==> config.mk <==
export PLATFORM = sky130hd
export DESIGN_NAME = pam3_tx_pattern_gen
export DESIGN_NICKNAME = d
export VERILOG_FILES = /design/src/rtl/tpg_pkg.sv /design/src/rtl/tpg_droop.sv /design/src/rtl/tpg_lfsr.sv /design/src/rtl/pam3_tx_pattern_gen.sv
export SDC_FILE = /design/constraint.sdc
export NUM_CORES = 1
export LEC_CHECK = 0
export BUFFER_PORTS_ARGS = -buffer_cell sky130_fd_sc_hd__buf_2
export CAP_MARGIN = 20
export CORE_MARGIN = 5
export CORE_UTILIZATION = 53
export DETAILED_ROUTE_END_ITERATION = 10
export PLACE_DENSITY = 0.68
export REMOVE_ABC_BUFFERS = 1
export SYNTH_ARGS = -nofsm -noshare
export SYNTH_HDL_FRONTEND = slang
export SYNTH_SLANG_ARGS = --single-unit
==> constraint.sdc <==
create_clock -name clk -period 3.5 [get_ports clk]
set_input_delay 0.35 -clock clk [delete_from_list [all_inputs] [get_ports clk]]
set_output_delay 0.35 -clock clk [all_outputs]
set_load 0.05 [all_outputs]
==> src/rtl/tpg_pkg.sv <==
package tpg_pkg;

   typedef logic [1:0] sym_t;

   localparam sym_t SYM_ZERO = 2'b00;
   localparam sym_t SYM_POS  = 2'b01;
   localparam sym_t SYM_NEG  = 2'b11;

   localparam int MODE_W = 3;
   typedef logic [MODE_W-1:0] mode_t;

   localparam mode_t MODE_PASS   = 3'd0;
   localparam mode_t MODE_DROOP  = 3'd1;
   localparam mode_t MODE_JITTER = 3'd2;
   localparam mode_t MODE_DIST   = 3'd4;
   localparam mode_t MODE_RAND   = 3'd5;

   // two register bits select one ternary level
   function automatic sym_t pair_to_sym(input logic [1:0] b);
      case (b)
         2'b01:   return SYM_POS;
         2'b10:   return SYM_NEG;
         default: return SYM_ZERO;
      endcase
   endfunction

endpackage

==> src/rtl/tpg_droop.sv <==
module tpg_droop
   import tpg_pkg::*;
#(
   parameter int HALF_LEN = 34,
   parameter int MIN_HALF = 34
) (
   input  logic clk,
   input  logic rst_n,
   input  logic adv,
   input  logic restart,
   output sym_t sym
);

   localparam int PERIOD = 2 * HALF_LEN;
   localparam int CW     = $clog2(PERIOD);
   localparam logic [CW-1:0] LAST  = CW'(PERIOD - 1);
   localparam logic [CW-1:0] HALF  = CW'(HALF_LEN);

   generate
      if (HALF_LEN < MIN_HALF) begin : g_half_too_short
         $error("tpg_droop: HALF_LEN below the minimum run length");
      end
   endgenerate

   logic [CW-1:0] idx;
   logic [CW-1:0] base;
   logic [CW-1:0] idx_nxt;

   always_comb begin
      base    = restart ? '0 : idx;
      sym     = (base < HALF) ? SYM_POS : SYM_NEG;
      idx_nxt = (base == LAST) ? '0 : base + 1'b1;
   end

   always_ff @(posedge clk or negedge rst_n) begin
      if (!rst_n)   idx <= '0;
      else if (adv) idx <= idx_nxt;
   end

   AST_DROOP_IDX_RANGE: assert property (@(posedge clk) disable iff (!rst_n)
      idx <= LAST);

   AST_DROOP_WRAP: assert property (@(posedge clk) disable iff (!rst_n)
      (adv && !restart && idx == LAST) |=> idx == '0);

endmodule

==> src/rtl/tpg_lfsr.sv <==
module tpg_lfsr
   import tpg_pkg::*;
#(
   parameter int WIDTH = 11,
   parameter int TAP   = 8,
   parameter logic [WIDTH-1:0] SEED = 1
) (
   input  logic clk,
   input  logic rst_n,
   input  logic adv,
   input  logic restart,
   output sym_t sym
);

   generate
      if (WIDTH < 3) begin : g_width_bad
         $error("tpg_lfsr: WIDTH must be at least 3");
      end
      if (TAP < 0 || TAP >= WIDTH - 1) begin : g_tap_bad
         $error("tpg_lfsr: TAP must lie below the top bit");
      end
      if (SEED == '0) begin : g_seed_bad
         $error("tpg_lfsr: SEED must be non-zero");
      end
   endgenerate

   logic [WIDTH-1:0] st;
   logic [WIDTH-1:0] base;
   logic [WIDTH-1:0] stepd;

   assign base = restart ? SEED : st;
   assign sym  = pair_to_sym(base[1:0]);

   genvar gi;
   generate
      for (gi = 0; gi < WIDTH; gi++) begin : g_shift
         if (gi == 0) begin : g_fb
            assign stepd[gi] = base[WIDTH-1] ^ base[TAP];
         end else begin : g_mv
            assign stepd[gi] = base[gi-1];
         end
      end
   endgenerate

   always_ff @(posedge clk or negedge rst_n) begin
      if (!rst_n)   st <= SEED;
      else if (adv) st <= stepd;
   end

   AST_LFSR_NOT_LOCKED: assert property (@(posedge clk) disable iff (!rst_n)
      st != '0);

   AST_LFSR_RESEED: assert property (@(posedge clk) disable iff (!rst_n)
      (adv && restart) |=> st[WIDTH-1:1] == SEED[WIDTH-2:0]);

endmodule

==> src/rtl/pam3_tx_pattern_gen.sv <==
module pam3_tx_pattern_gen
   import tpg_pkg::*;
#(
   parameter int HALF_LEN = 34,
   parameter int DIST_W   = 11,
   parameter int DIST_TAP = 8,
   parameter logic [DIST_W-1:0] DIST_SEED = 1,
   parameter int RAND_W   = 33,
   parameter int RAND_TAP = 19,
   parameter logic [RAND_W-1:0] RAND_SEED = 1
) (
   input  logic       clk,
   input  logic       rst_n,
   input  logic       sym_en,
   input  logic [2:0] mode_sel,
   input  logic [1:0] data_in,
   output logic [1:0] sym_out,
   output logic       sym_vld
);

   generate
      if (RAND_W <= DIST_W) begin : g_rand_short
         $error("pam3_tx_pattern_gen: random register must exceed distortion register");
      end
   endgenerate

   mode_t mode_q;
   logic  chg;
   sym_t  droop_sym, dist_sym, rand_sym, jit_sym, nxt_sym;
   logic  jit_tog;

   assign chg = (mode_sel != mode_q);

   tpg_droop #(
      .HALF_LEN (HALF_LEN)
   ) i_droop (
      .clk     (clk),
      .rst_n   (rst_n),
      .adv     (sym_en && mode_sel == MODE_DROOP),
      .restart (chg),
      .sym     (droop_sym)
   );

   tpg_lfsr #(
      .WIDTH (DIST_W),
      .TAP   (DIST_TAP),
      .SEED  (DIST_SEED)
   ) i_dist (
      .clk     (clk),
      .rst_n   (rst_n),
      .adv     (sym_en && mode_sel == MODE_DIST),
      .restart (chg),
      .sym     (dist_sym)
   );

   tpg_lfsr #(
      .WIDTH (RAND_W),
      .TAP   (RAND_TAP),
      .SEED  (RAND_SEED)
   ) i_rand (
      .clk     (clk),
      .rst_n   (rst_n),
      .adv     (sym_en && mode_sel == MODE_RAND),
      .restart (chg),
      .sym     (rand_sym)
   );

   // jitter pattern: -1 first, then alternate
   assign jit_sym = (chg ? 1'b0 : jit_tog) ? SYM_POS : SYM_NEG;

   always_ff @(posedge clk or negedge rst_n) begin
      if (!rst_n)
         jit_tog <= 1'b0;
      else if (sym_en && mode_sel == MODE_JITTER)
         jit_tog <= chg ? 1'b1 : ~jit_tog;
   end

   always_comb begin
      case (mode_sel)
         MODE_PASS:   nxt_sym = data_in;
         MODE_DROOP:  nxt_sym = droop_sym;
         MODE_JITTER: nxt_sym = jit_sym;
         MODE_DIST:   nxt_sym = dist_sym;
         MODE_RAND:   nxt_sym = rand_sym;
         default:     nxt_sym = SYM_ZERO;
      endcase
   end

   always_ff @(posedge clk or negedge rst_n) begin
      if (!rst_n) begin
         sym_out <= SYM_ZERO;
         mode_q  <= MODE_PASS;
         sym_vld <= 1'b0;
      end else begin
         sym_vld <= sym_en;
         if (sym_en) begin
            sym_out <= nxt_sym;
            mode_q  <= mode_sel;
         end
      end
   end

   AST_VLD_AFTER_STROBE: assert property (@(posedge clk) disable iff (!rst_n)
      sym_en |=> sym_vld);

   AST_NO_VLD_WITHOUT_STROBE: assert property (@(posedge clk) disable iff (!rst_n)
      !sym_en |=> !sym_vld);

   AST_HOLD_BETWEEN_STROBES: assert property (@(posedge clk) disable iff (!rst_n)
      !sym_en |=> $stable(sym_out));

   AST_TEST_SYM_LEGAL: assert property (@(posedge clk) disable iff (!rst_n)
      (mode_q != MODE_PASS) |-> (sym_out != 2'b10));

   AST_PASS_FOLLOWS_DATA: assert property (@(posedge clk) disable iff (!rst_n)
      (sym_en && mode_sel == MODE_PASS) |=> sym_out == $past(data_in));

   AST_JITTER_ALTERNATES: assert property (@(posedge clk) disable iff (!rst_n)
      (sym_en && mode_sel == MODE_JITTER && mode_q == MODE_JITTER)
         |=> sym_out != $past(sym_out));

   AST_UNUSED_CODE_ZERO: assert property (@(posedge clk) disable iff (!rst_n)
      (sym_en && (mode_sel == 3'd3 || mode_sel == 3'd6 || mode_sel == 3'd7))
         |=> sym_out == SYM_ZERO);

   AST_JITTER_ENTRY: assert property (@(posedge clk) disable iff (!rst_n)
      (sym_en && mode_sel == MODE_JITTER && mode_q != MODE_JITTER)
         |=> sym_out == SYM_NEG);

   AST_DROOP_ENTRY: assert property (@(posedge clk) disable iff (!rst_n)
      (sym_en && mode_sel == MODE_DROOP && mode_q != MODE_DROOP)
         |=> sym_out == SYM_POS);

endmodule

# == After elaboration in Yosys (flattened, before gate mapping) ==
# Cells that the tools add are included.
# totals
reg_bits,58
input_bits,8
output_inout_bits,3
word_cells,38
# classes
add_sub_neg,1
order_cmp,1
n_eq_ne,10
mux,11
n_bitwise,3
n_reduce_logical,5
# ops
cell,count
33-bit 2-to-1 mux,1
7-bit 2-to-1 mux,2
11-bit 2-to-1 mux,1
2-bit one-hot mux with 5 select lines,1
2-bit one-hot mux with 2 select lines,2
7-bit by 1-bit adder with 7-bit output (second input constant),1
7-bit == test (second input constant),1
7-bit by 6-bit less-than comparator with 1-bit output (second input constant),1
3-bit == test (second input constant),2
2-bit by 1-bit == test with 1-bit output (second input constant),2
2-bit == test (second input constant),2
1-bit logical AND,4
2-bit 2-to-1 mux,2
3-bit by 1-bit == test with 1-bit output (second input constant),1
3-bit by 2-bit == test with 1-bit output (second input constant),1
3-bit logical NOT,1
3-bit inequality test,1
1-bit 2-to-1 mux,2
1-bit XOR,2
1-bit NOT,1

# == Depth between registers and ports, before layout ==
# Gate-level depths: netlist of the first run.
# logic_depth
depth_word,5
ltp_mapped,10
mapped_depth_nobuf,8

# == Cells and area by module ==
# A second synthesis of the first run with hierarchy kept.
# unflattened
cells_unflattened,288
hier_area_um2,2900.3
# modules_own_cells
module,instances,cells_each,area_each_um2,seq_area_each_um2
tpg_lfsr (i_rand),1,144,1472.7,827.0
tpg_lfsr (i_dist),1,49,503.0,276.5
tpg_droop,1,52,473.0,175.2
pam3_tx_pattern_gen,1,43,451.7,175.2

# == Least setup slack after synthesis of the first run ==
# OpenSTA, ideal clock, no wires.
# synth_timing
kind,input to register
from,input mode_sel[0]
to,register i_droop.idx[6]
setup_ps,64
t_arrival_ps,2159
required_ps,3436
setup_slack_ps,1278
path_stages,10
n_path_buf,2
path_cell_list,buf_4 -> xnor2_1 -> and3_1 -> buf_2 -> and2_1 -> ha_1 -> nand3_1 -> or4_1 -> a211oi_1 -> a21o_1
# synth_between
elab_chain_len,4
elab_cells_between_ends,7
cone_classes,1 x add/sub; 3 x eq/ne; 2 x mux; 1 x reduce/logical
# synth_lines
item,line,text
from (decl),pam3_tx_pattern_gen.sv:15,"input logic [2:0] mode_sel,"
3-bit inequality test,pam3_tx_pattern_gen.sv:32,assign chg = (mode_sel != mode_q);
7-bit 2-to-1 mux,tpg_droop.sv:30,base = restart ? '0 : idx;
7-bit by 1-bit adder with 7-bit output or 7-bit == test (tied branches),tpg_droop.sv:32,idx_nxt = (base == LAST) ? '0 : base + 1'b1;
7-bit 2-to-1 mux,tpg_droop.sv:32,
to (signal assigned),tpg_droop.sv:37,else if (adv) idx <= idx_nxt;
to (decl),tpg_droop.sv:25,logic [CW-1:0] idx;
# Parallel ways exist; a longest one is shown, timed or not.
# A chain may end at the register's enable or synchronous reset.

# == Worst setup path in the final report of the first run ==
# layout_timing
from,register mode_q[2]
to,register i_droop.idx[6]
# layout_between
elab_chain_len,4
elab_cells_between_ends,5
cone_classes,1 x add/sub; 2 x eq/ne; 2 x mux
# layout_lines
item,line,text
from (decl),pam3_tx_pattern_gen.sv:27,mode_t mode_q;
from (signal assigned),pam3_tx_pattern_gen.sv:98,mode_q <= mode_sel;
3-bit inequality test (*),pam3_tx_pattern_gen.sv:32,
7-bit 2-to-1 mux (*),tpg_droop.sv:30,
7-bit by 1-bit adder with 7-bit output or 7-bit == test (tied branches),tpg_droop.sv:32,
7-bit 2-to-1 mux (*),tpg_droop.sv:32,
# Every way passes the cells marked *; elsewhere a longest branch is shown, timed or not.

==> results of run 1 <==
sequential cells by signal, summed over array words and instances, names as in the netlist:
register     cells
sym_out          2
mode_q           3
jit_tog          1
sym_vld          1
i_rand.st       33
i_dist.st       11
i_droop.idx      7
per-stage QoR:
stage | cells | hold WS, ns | util, % | total power, mW
after floorplan | 264 | 0.05441 | - | 0.8200
after global placement | 346 | 0.4482 | 56.89 | 0.8758
after detailed placement | 346 | 0.4550 | 56.89 | 0.8779
after CTS | 362 | 0.1197 | 60.71 | 1.436
after global routing | 362 | 0.1522 | 60.71 | 1.495
final | 362 | 0.09815 | 60.71 | 1.423
logic make-up (layout without fill, tap and decap cells):
group | after synthesis | in the layout | synth area share (%)
adder cells (fa/ha/maj) | 3 | 3 | 1.430
AND/OR/NAND/NOR | 163 | 163 | 28.74
AO/OA/AOI/OAI | 25 | 25 | 6.292
flip-flops | 58 | 58 | 55.39
buffers and inverters | 23 | 36 | 4.385
XOR/XNOR | 5 | 5 | 1.668
multiplexers | 5 | 5 | 2.097
power breakdown:
group          total, mW  internal, mW  switching [mW]  leakage [nW]
Clock              0.558         0.294           0.264        0.0924
Sequential         0.726         0.700          0.0264         0.775
Combinational      0.138        0.0470          0.0913         0.626
synthesized netlist by cell type, drive strengths merged (2+ instances only):
cell	count
xnor2	5
nand2	92
or4	5
buf	9
nor2	6
dfstp	2
dfrtp	56
inv	5
a21o	2
a21oi	3
clkbuf	9
mux2	4
o21ai	9
o31ai	3
and2	2
nand3	47
nor3	2
ha	3
nor3b	2
critical path: stages (launching register included):
cell and delay [ns]:
dfrtp_1 0.41, xnor2_1 0.19, and3_1 0.20, buf_4 0.28, and2_1 0.17, ha_1 0.20, nand3_1 0.15, or4_1 0.51
a211oi_1 0.26, a21o_1 0.12
layout make-up:
type	count	area, sq um	area share, %
Clock buffer	12	155.1	5.375
Clock inverter	4	26.28	0.9103
Inverter	5	18.77	0.6502
Multi-Input combinational cell	201	1061	36.76
Sequential cell	58	1454	50.37
Tap cell	67	83.83	2.904
Timing Repair Buffer	15	87.58	3.034
worst min-delay path by stage:
| stage | to | cells past startpoint | slack [ns] | from |
|---|---|---|---|---|
| finish | i_rand.st[12] | 1 | 0.1 | rst_n |
| global placement | i_dist.st[9] | 2 | 0.45 | i_dist.st[9] |
| floorplan | i_dist.st[10] | 0 | 0.05 | rst_n |
| CTS | i_rand.st[12] | 1 | 0.12 | rst_n |
| global route | i_droop.idx[1] | 1 | 0.15 | rst_n |
| detailed placement | i_rand.st[5] | 2 | 0.46 | i_rand.st[5] |
routing by layer:
metal  track usage (%)  part of all wire (%)  up-vias  wire length (um)
met2             27.65                    46       18              2153
li1                  -                     -      969                 -
met1             21.02                    48      902              2265
met4             7.601                   2.0        0                93
met5                 0                     0        -                 0
met3             7.287                   4.1        9               194
==> reports/metrics.cfg, run 1 <==
[layout]
final_common_cell = nand2_1
syn2layout_area_growth_pct = 9.962
fillers = 426
diodes = 0
final_nets = 301
design_area_sq_um = 2887
final_cell_mix = 92 x nand2_1, 56 x dfrtp_1, 47 x nand3_1, 11 x clkbuf_8, 10 x buf_2
layout-drive-gt1-share_pct = 13.56

[placed_design]
gp_congestion = 0.8529
post-place-ws_ns = 0.8569
hpwlAfterDp_um = 2977
port_buffers = 10
post_dp_cell_area_sq_um = 2705

[global_route]
grt_pass1_vias = 1872
antenna_found_initial = 0
grt_pass1_wl_um = 8480
grtUsageTotal_pct = 17.55
grt_max_degree = 37
grt_remaining_overflow = 0

[floorplanning]
std_cell_rows = 25
die_x_um = 80.38
dieArea_sq_um = 6460
core_area_sq_um = 4755
die_y_um = 80.38
start_util_pct = 55.21
io_pins = 11

[logic_synthesis]
synth_area_leaders = dfrtp_1 53%, nand2_1 13%, nand3_1 9.0%, dfstp_2 2.0%, o21ai_0 1.7%
ys_seq_area_share_pct = 55.39
synth-seq-cells = 58
yosysTopAreaCell = dfrtp_1
synthFlopType = dfrtp_1
synth-warning-count = 0
synth.distinct_cells = 38
synth_edf_count = 0
synth_area_sq_um = 2625
syn_inst = 282
synth_top_area_share_pct = 53.38
async_reset_ff_share_pct = 100.0
avgSynthCellArea_sq_um = 9.309

[critical_path]
arrival_ns = 2.83
worstPathRequired_ns = 3.78
path_max_fanout = 27
crit_type = reg -> reg
r2r-start = mode_q[2]
reg2reg_slack_ns = 0.95
worstSetupStartpointType = flop
r2r_end = i_droop.idx[6]
r2r_cells = 9
crit_path_end = i_droop.idx[6]
critPathLaunch = mode_q[2]
critPathCaptureType = flop

[timing]
fmax_mhz = 392.5
worst_slew_pin_slew_ns = 0.7977
drv_slew = 0
tns_ns = 0
max-slew-margin-rel_pct = 46.82
period_share_pct = 72.80
fin_ws_ns = 0.9520
setup_viol = 0
hold_viol = 0
rsz0062_at_grt = no
timing.final.crit_period_ns = 2.548
fin_skew_ns = 0.008121

[drt]
dr.pass1.iters = 4
wl_um = 4707
wl_per_cell_um = 13.00
drcViolationCount = 0
num_vias = 1898
ant_nets = 0
viasPerCell = 5.243
initialDrtViolationCount = 98

[clock_network]
clock_path_buffers = 2
cts_inserted_buffers = 9
hold_buffers = 0
path_clk_slew_ns = 0.07
clk_latency_ns = 0.34
cts_tree = done
root_buffer = clkbuf_8
postCtsSetupBuffers = 0
cts_htree_levels = 3
cts.repair.resized = 0
cts_sinks = 58

[run_status]
status = finished clean

[power_and_ir_drop]
power_density_nw_per_um2 = 492.9
leakagePower_nw = 1.494
max-vdd-ir-drop_mv = 0.2819

[flow_run]
maxCapViolations = 0

[min_path]
hp-class = in -> async

No activity file was read; power rests on OpenSTA's default activity.
==> run 2, diff against run 1 <==
clock period = 2.6 ns   (was 3.5 ns; I/O delays follow)
==> run 2 against run 1 <==
Effect of this change: global-route usage down 0.30 points; clock-buffer cell count down 1; sequential power up 35%; utilization up 1.1 points; cell area up 1.8%; non-clock buffer count up 2; register-to-register slack worse by 0.53 ns; hold slack worse by 0.039 ns; cell count up 0.55%; largest cell class unchanged; largest power group unchanged.
==> reports/metrics.cfg, run 2 (synthesis results as in run 1) <==
[run_status]
status = finished clean

[timing]
tns_ns = 0  ; unchanged
period_share_pct = 83.75  ; +11 points
drv_slew = 0  ; unchanged
fmax_mhz = 459.3  ; +17%
timing.final.crit_period_ns = 2.177  ; -0.3706 ns
rsz0062_at_grt = no
fin_skew_ns = 0.008277  ; +0.0001562 ns
hold_viol = 0  ; unchanged
max-slew-margin-rel_pct = 40.86  ; -6.0 points
setup_viol = 0  ; unchanged
fin_ws_ns = 0.4226  ; -0.5294 ns
worst_slew_pin_slew_ns = 0.8871  ; +0.08942 ns

[critical_path]
path_max_fanout = 4  ; -85%
worstPathRequired_ns = 2.87  ; -0.91 ns
crit_slowest_cell = or4_1
crit_type = reg -> reg
cp_top_family = simple AND/OR/NAND/NOR gates
cp_slowest_stage_delay_ns = 0.49  ; -0.02 ns
crit_buf_inv = 0  ; -1
worstSetupStartpointType = flop
cp_cell_sequence = xnor2_1 > and3_1 > and2_1 > ha_1 > nand3_1 > or4_1 > a211oi_1 > a21o_1
critPathCaptureType = flop
arrival_ns = 2.44  ; -0.39 ns

[clock_network]
hold_buffers = 0  ; unchanged
cts.repair.resized = 0  ; unchanged
cts_inserted_buffers = 9  ; unchanged
cts_sinks = 58  ; unchanged
root_buffer = clkbuf_8
clk_latency_ns = 0.33  ; about the same
clock_path_buffers = 2  ; unchanged
path_clk_slew_ns = 0.07  ; about the same
cts_tree = done
postCtsSetupBuffers = 0  ; unchanged
cts_htree_levels = 3  ; unchanged

[drt]
highest_layer = met4
met2WireLength_um = 2231  ; +3.6%
ant_nets = 0  ; unchanged
wl_met3_um = 154  ; -21%
wl_per_cell_um = 13.20  ; +1.5%
wl_um = 4803  ; +2.0%
dr.pass1.iters = 4  ; unchanged
viasPerCell = 5.294  ; +0.97%
drcViolationCount = 0  ; unchanged
wl_met1_um = 2377  ; +4.9%
initialDrtViolationCount = 126  ; +29%
num_vias = 1927  ; +1.5%

[min_path]
hp-class = in -> async

[power_and_ir_drop]
power_density_nw_per_um2 = 707.7  ; +44%
leakagePower_nw = 1.520  ; +1.7%
max-vdd-ir-drop_mv = 0.4414  ; +57%

[global_route]
antenna_found_initial = 0  ; unchanged
grt_pass1_wl_um = 8604  ; +1.5%
grt_pass1_vias = 1908  ; +1.9%
grt_remaining_overflow = 0  ; unchanged
grt_max_degree = 41  ; +11%
grtUsageTotal_pct = 17.24  ; -0.30 points

[flow_run]
maxCapViolations = 0  ; unchanged

[layout]
layout-drive-gt1-share_pct = 14.14  ; +0.58 points
final_nets = 303  ; +0.66%
top_regs = i_rand.st (33), i_dist.st (11), i_droop.idx (7)
max_flop_register = i_rand.st
fillers = 428  ; +0.47%
syn2layout_area_growth_pct = 11.96
final_cell_mix = 92 x nand2_1, 56 x dfrtp_1, 47 x nand3_1, 10 x clkbuf_8, 10 x buf_2
largest_reg_flops = 33  ; unchanged
final_common_cell = nand2_1
design_area_sq_um = 2939  ; +1.8%
diodes = 0  ; unchanged

[placed_design]
port_buffers = 10  ; unchanged
post-place-ws_ns = 0.3602  ; -0.4967 ns
gp_congestion = 0.8064  ; -5.5%
hpwlAfterDp_um = 2996  ; +0.63%
post_dp_cell_area_sq_um = 2720  ; +0.56%

[floorplanning]
die_y_um = 80.38  ; unchanged
start_util_pct = 55.21  ; unchanged
die_x_um = 80.38  ; unchanged
io_pins = 11  ; unchanged
std_cell_rows = 25  ; unchanged
dieArea_sq_um = 6460  ; unchanged
core_area_sq_um = 4755  ; unchanged

==> run 2: cell types whose count changed in the layout (fill, tap and decap cells not counted) <==
cell       previous run  this run
buf_4                 5         7
clkbuf_8             11        10
clkinv_4              1         0
bufinv_16             0         2
==> run 2: cell type report <==
| cell class | instances | area (sq um) | share of cell area (%) |
|---|---|---|---|
| Inverter | 5 | 18.77 | 0.6386 |
| Tap cell | 67 | 83.83 | 2.852 |
| Clock buffer | 11 | 141.4 | 4.811 |
| Clock inverter | 5 | 77.57 | 2.639 |
| Sequential cell | 58 | 1454 | 49.47 |
| Timing Repair Buffer | 17 | 102.6 | 3.491 |
| Multi-Input combinational cell | 201 | 1061 | 36.10 |
==> run 2: final timing paths <==
check | from | endpoint | slack [ns] | cells past startpoint
hold / removal | rst_n | i_droop.idx[5] | 0.06 | 1
min in group clk | sym_en | sym_vld | 0.18 | 1
hold reg to reg | i_rand.st[7] | i_rand.st[7] | 0.47 | 2
setup / recovery | mode_q[1] | i_droop.idx[6] | 0.42 | 8
setup reg to reg | mode_q[1] | i_droop.idx[6] | 0.42 | 8
max in group asynchronous | rst_n | i_rand.st[7] | 1.86 | 2
==> run 2: report_power, final <==
group / total (mW) / internal [mW] / switching [mW]
Clock: 0.910 / 0.563 / 0.347
Sequential: 0.979 / 0.942 / 0.0365
Combinational: 0.191 / 0.0669 / 0.125
==> run 2: routing by layer <==
metal | track usage (%) | vias to the layer above
met5 | 0 | -
met4 | 6.081 | 0
met3 | 5.830 | 4
met2 | 26.90 | 28
met1 | 22.37 | 927
li1 | - | 968
==> run 2: metrics by stage <==
stage | hold slack, ns | cells | util (%) | total power [mW]
floorplan | -0.03559 | 264 | - | 1.104
global placement | 0.4319 | 348 | 57.21 | 1.183
detailed placement | 0.4321 | 348 | 57.21 | 1.189
CTS | 0.06474 | 364 | 61.82 | 2.107
global route | 0.1071 | 364 | 61.82 | 2.183
finish | 0.05962 | 364 | 61.82 | 2.080
==> run 3, diff against run 2 <==
ABC_AREA = 1   (was not set)
PLACE_DENSITY = 0.71   (was 0.68)
clock period = 2 ns   (was 2.6 ns; I/O delays follow)
==> run 3 against run 2 <==
Effect of this change: routed wire length shrank 3.5%; cell area grew 1.7%; clock-buffer cell count is the same; via count grew 0.47%; sequential cell count is the same; combinational power grew 77%; synthesized cell count grew 0.71%; die area grew 0.59%; register-to-register slack lost 0.24 ns; hold slack gained 0.030 ns; critical endpoint is now i_droop.idx[0]; largest cell class unchanged.
==> reports/metrics.cfg, run 3 <==
[run_status]
status = finished clean

[logic_synthesis]
synth_area_leaders = dfrtp_1 53%, nand2_1 7.7%, o22ai_1 7.3%, inv_1 6.7%, o21ai_0 3.0%
synthFlopType = dfrtp_1
avgSynthCellArea_sq_um = 9.305  ; about the same
yosysMostFrequentCell = dfrtp_1
synth-warning-count = 0  ; unchanged
synth_edf_count = 0  ; unchanged
synth_area_sq_um = 2643  ; +0.67%
syn_inst = 284  ; +0.71%
synth_top_area_share_pct = 53.03  ; -0.35 points
ys_top_cells_by_count = 56 x dfrtp_1, 54 x nand2_1, 47 x inv_1
ys_seq_area_share_pct = 55.02  ; -0.37 points
synth-seq-cells = 58  ; unchanged
yosysTopAreaCell = dfrtp_1
synth.distinct_cells = 32  ; -16%
async_reset_ff_share_pct = 100.0  ; unchanged

[critical_path]
worstSetupStartpointType = flop
r2r_cells = 7  ; -1
critPathCaptureType = flop
r2r_end = i_droop.idx[0]
arrival_ns = 2.03  ; -0.41 ns
crit_type = reg -> reg
crit_buf_inv = 0  ; unchanged
cp_top_family = flip-flops
cp_cell_sequence = xnor2_4 > nand2_8 > nor2_1 > ha_1 > nand2_1 > o21ai_2 > o22ai_1
crit_slowest_cell = dfrtp_1
path_max_fanout = 18  ; +14
reg2reg_slack_ns = 0.18  ; -0.24 ns
r2r-start = mode_q[2]
cp_slowest_stage_delay_ns = 0.44  ; -0.05 ns
worstPathRequired_ns = 2.21  ; -0.66 ns

[min_path]
hp-start = sym_en
min_delay_path_depth = 1
min_to = sym_vld
hp-class = in -> reg

[drt]
num_vias = 1936  ; +0.47%
viasPerCell = 5.204  ; -1.7%
wl_per_cell_um = 12.46  ; -5.6%
wl_um = 4635  ; -3.5%
drcViolationCount = 0  ; unchanged
initialDrtViolationCount = 96  ; -24%
ant_nets = 0  ; unchanged
dr.pass1.iters = 4  ; unchanged

[clock_network]
clock_path_buffers = 2  ; unchanged
path_clk_slew_ns = 0.06  ; about the same
cts_htree_levels = 3  ; unchanged
cts_inserted_buffers = 9  ; unchanged
cts_tree = done
root_buffer = clkbuf_8
clk_latency_ns = 0.33  ; about the same
cts_sinks = 58  ; unchanged
cts.repair.resized = 0  ; unchanged

[global_route]
antenna_found_initial = 0  ; unchanged
grtUsageTotal_pct = 17.65  ; +0.41 points
grt_pass1_wl_um = 8645  ; +0.48%
grt_max_degree = 34  ; -17%
grt_pass1_vias = 1935  ; +1.4%
grt_remaining_overflow = 0  ; unchanged

[layout]
final_cell_mix = 56 x dfrtp_1, 54 x nand2_1, 47 x inv_1, 31 x o22ai_1, 16 x o21ai_0
top_regs = i_rand.st (33), i_dist.st (11), i_droop.idx (7)
final_core_util_pct = 62.48  ; +0.67 points
syn2layout_area_growth_pct = 13.16
fin_cells = 372  ; +2.2%
final_nets = 311  ; +2.6%
largest_reg_flops = 33  ; unchanged
final_common_cell = dfrtp_1
ff_latch_area_sq_um = 1454  ; unchanged
max_flop_register = i_rand.st
multiInputGateArea_sq_um = 947.2  ; -11%
layout-drive-gt1-share_pct = 17.05  ; +2.9 points
design_area_sq_um = 2990  ; +1.7%
fillers = 412  ; -3.7%
diodes = 0  ; unchanged

[power_and_ir_drop]
leakagePower_nw = 1.387  ; -8.7%
pwr-share-comb_pct = 11.9  ; +2.7 points
internal_power_mw = 2.134  ; +36%
seqPwrFrac_pct = 46.7  ; -0.3 points
switching_share_pct = 24.97  ; +0.53 points
power_frac_clock_pct = 41.4  ; -2.3 points
power_switching_uw = 710.4  ; +40%
max-vdd-ir-drop_mv = 0.5888  ; +33%
power_density_nw_per_um2 = 951.2  ; +34%

[placed_design]
port_buffers = 10  ; unchanged
post_dp_cell_area_sq_um = 2761  ; +1.5%
gp_congestion = 0.8685  ; +7.7%
dp_cells = 355  ; +2.0%
hpwlAfterDp_um = 3156  ; +5.4%

[timing]
drv_slew = 0  ; unchanged
fin_skew_ns = 0.006193  ; -0.002084 ns
max-slew-margin-rel_pct = 72.42  ; +32 points
timing.final.crit_period_ns = 1.820  ; -0.3572 ns
period_share_pct = 91.01  ; +7.3 points
worst_slew_pin_slew_ns = 0.4138  ; -0.4734 ns
setup_viol = 0  ; unchanged
rsz0062_at_grt = no
fmax_mhz = 549.4  ; +20%
hold_viol = 0  ; unchanged

[floorplanning]
die_y_um = 80.61  ; +0.29%
start_util_pct = 55.22  ; about the same
die_x_um = 80.61  ; +0.29%
std_cell_rows = 25  ; unchanged
core_area_sq_um = 4786  ; +0.66%
io_pins = 11  ; unchanged
dieArea_sq_um = 6498  ; +0.59%

[flow_run]
maxCapViolations = 0  ; unchanged

==> run 3: stage by stage <==
step           power, mW  worst slack, ns  TNS [ns]  hold WS, ns
6_report           2.844           0.1798         0      0.09001
2_1_floorplan      1.587          -0.6399    -18.23     -0.09559
3_5_place_dp       1.689           0.1894         0       0.1541
5_1_grt            3.006          0.01459         0      0.07908
4_1_cts            2.886           0.1647         0      0.07102
3_3_place_gp       1.678           0.2849         0       0.1563
==> run 3: repair_timing <==
item | 4_1_cts | 5_1_grt
hold buffers | 1 | 0
setup endpoints to repair | 0 | 0
buffers inserted | 0 | 0
hold endpoints to repair | 16 | 0
==> run 3: logic make-up (layout without fill, tap and decap cells) <==
family | after synthesis | after routing | share of synthesized area, %
multiplexers | 1 | 1 | 0.4261
AND/OR/NAND/NOR | 94 | 94 | 17.47
flip-flops | 58 | 58 | 55.02
buffers and inverters | 61 | 82 | 9.232
XOR/XNOR | 5 | 5 | 2.367
adder cells (fa/ha/maj) | 3 | 3 | 1.421
AO/OA/AOI/OAI | 62 | 62 | 14.06
==> run 3: worst max-delay path by stage <==
stage                      from        endpoint  slack (ns)  cells after the start
finish                mode_q[2]  i_droop.idx[0]        0.18                      7
global route          mode_q[0]  i_droop.idx[2]        0.01                     10
CTS                   mode_q[2]  i_droop.idx[2]        0.16                      7
detailed placement    mode_q[2]  i_droop.idx[4]        0.19                      7
global placement      mode_q[2]      sym_out[0]        0.28                      7
floorplan           mode_sel[1]   i_rand.st[32]       -0.64                      5
==> run 3: final cells by class <==
| class | count | area share, % |
|---|---|---|
| multi-input combinational | 165 | 31.67 |
| inverter | 50 | 6.318 |
| timing repair buffer | 16 | 3.264 |
| clock inverter | 5 | 2.594 |
| sequential | 58 | 48.62 |
| tap | 67 | 2.803 |
| clock buffer | 11 | 4.728 |
==> run 3: power groups by stage <==
| stage | sequential (mW) | combinational (mW) | clock [mW] |
|---|---|---|---|
| floorplan | 1.36 | 0.227 | 0 |
| global placement | 1.35 | 0.331 | 0 |
| detailed placement | 1.35 | 0.339 | 0 |
| CTS | 1.33 | 0.344 | 1.21 |
| global route | 1.34 | 0.390 | 1.27 |
| finish | 1.33 | 0.339 | 1.18 |
==> run 3: layer usage <==
metal | routed length (um) | share of wire, % | global-route usage, %
met1 | 2213 | 48 | 22.93
met2 | 2112 | 46 | 26.82
met3 | 186 | 4.0 | 3.812
met4 | 123 | 2.7 | 10.81
met5 | 0 | 0 | 0
==> run 3: worst register-to-register path: stages (launching register included) <==
cell and delay (ns):
dfrtp_1 0.44, xnor2_4 0.29, nand2_8 0.16, nor2_1 0.15, ha_1 0.27, nand2_1 0.11
o21ai_2 0.20, o22ai_1 0.09
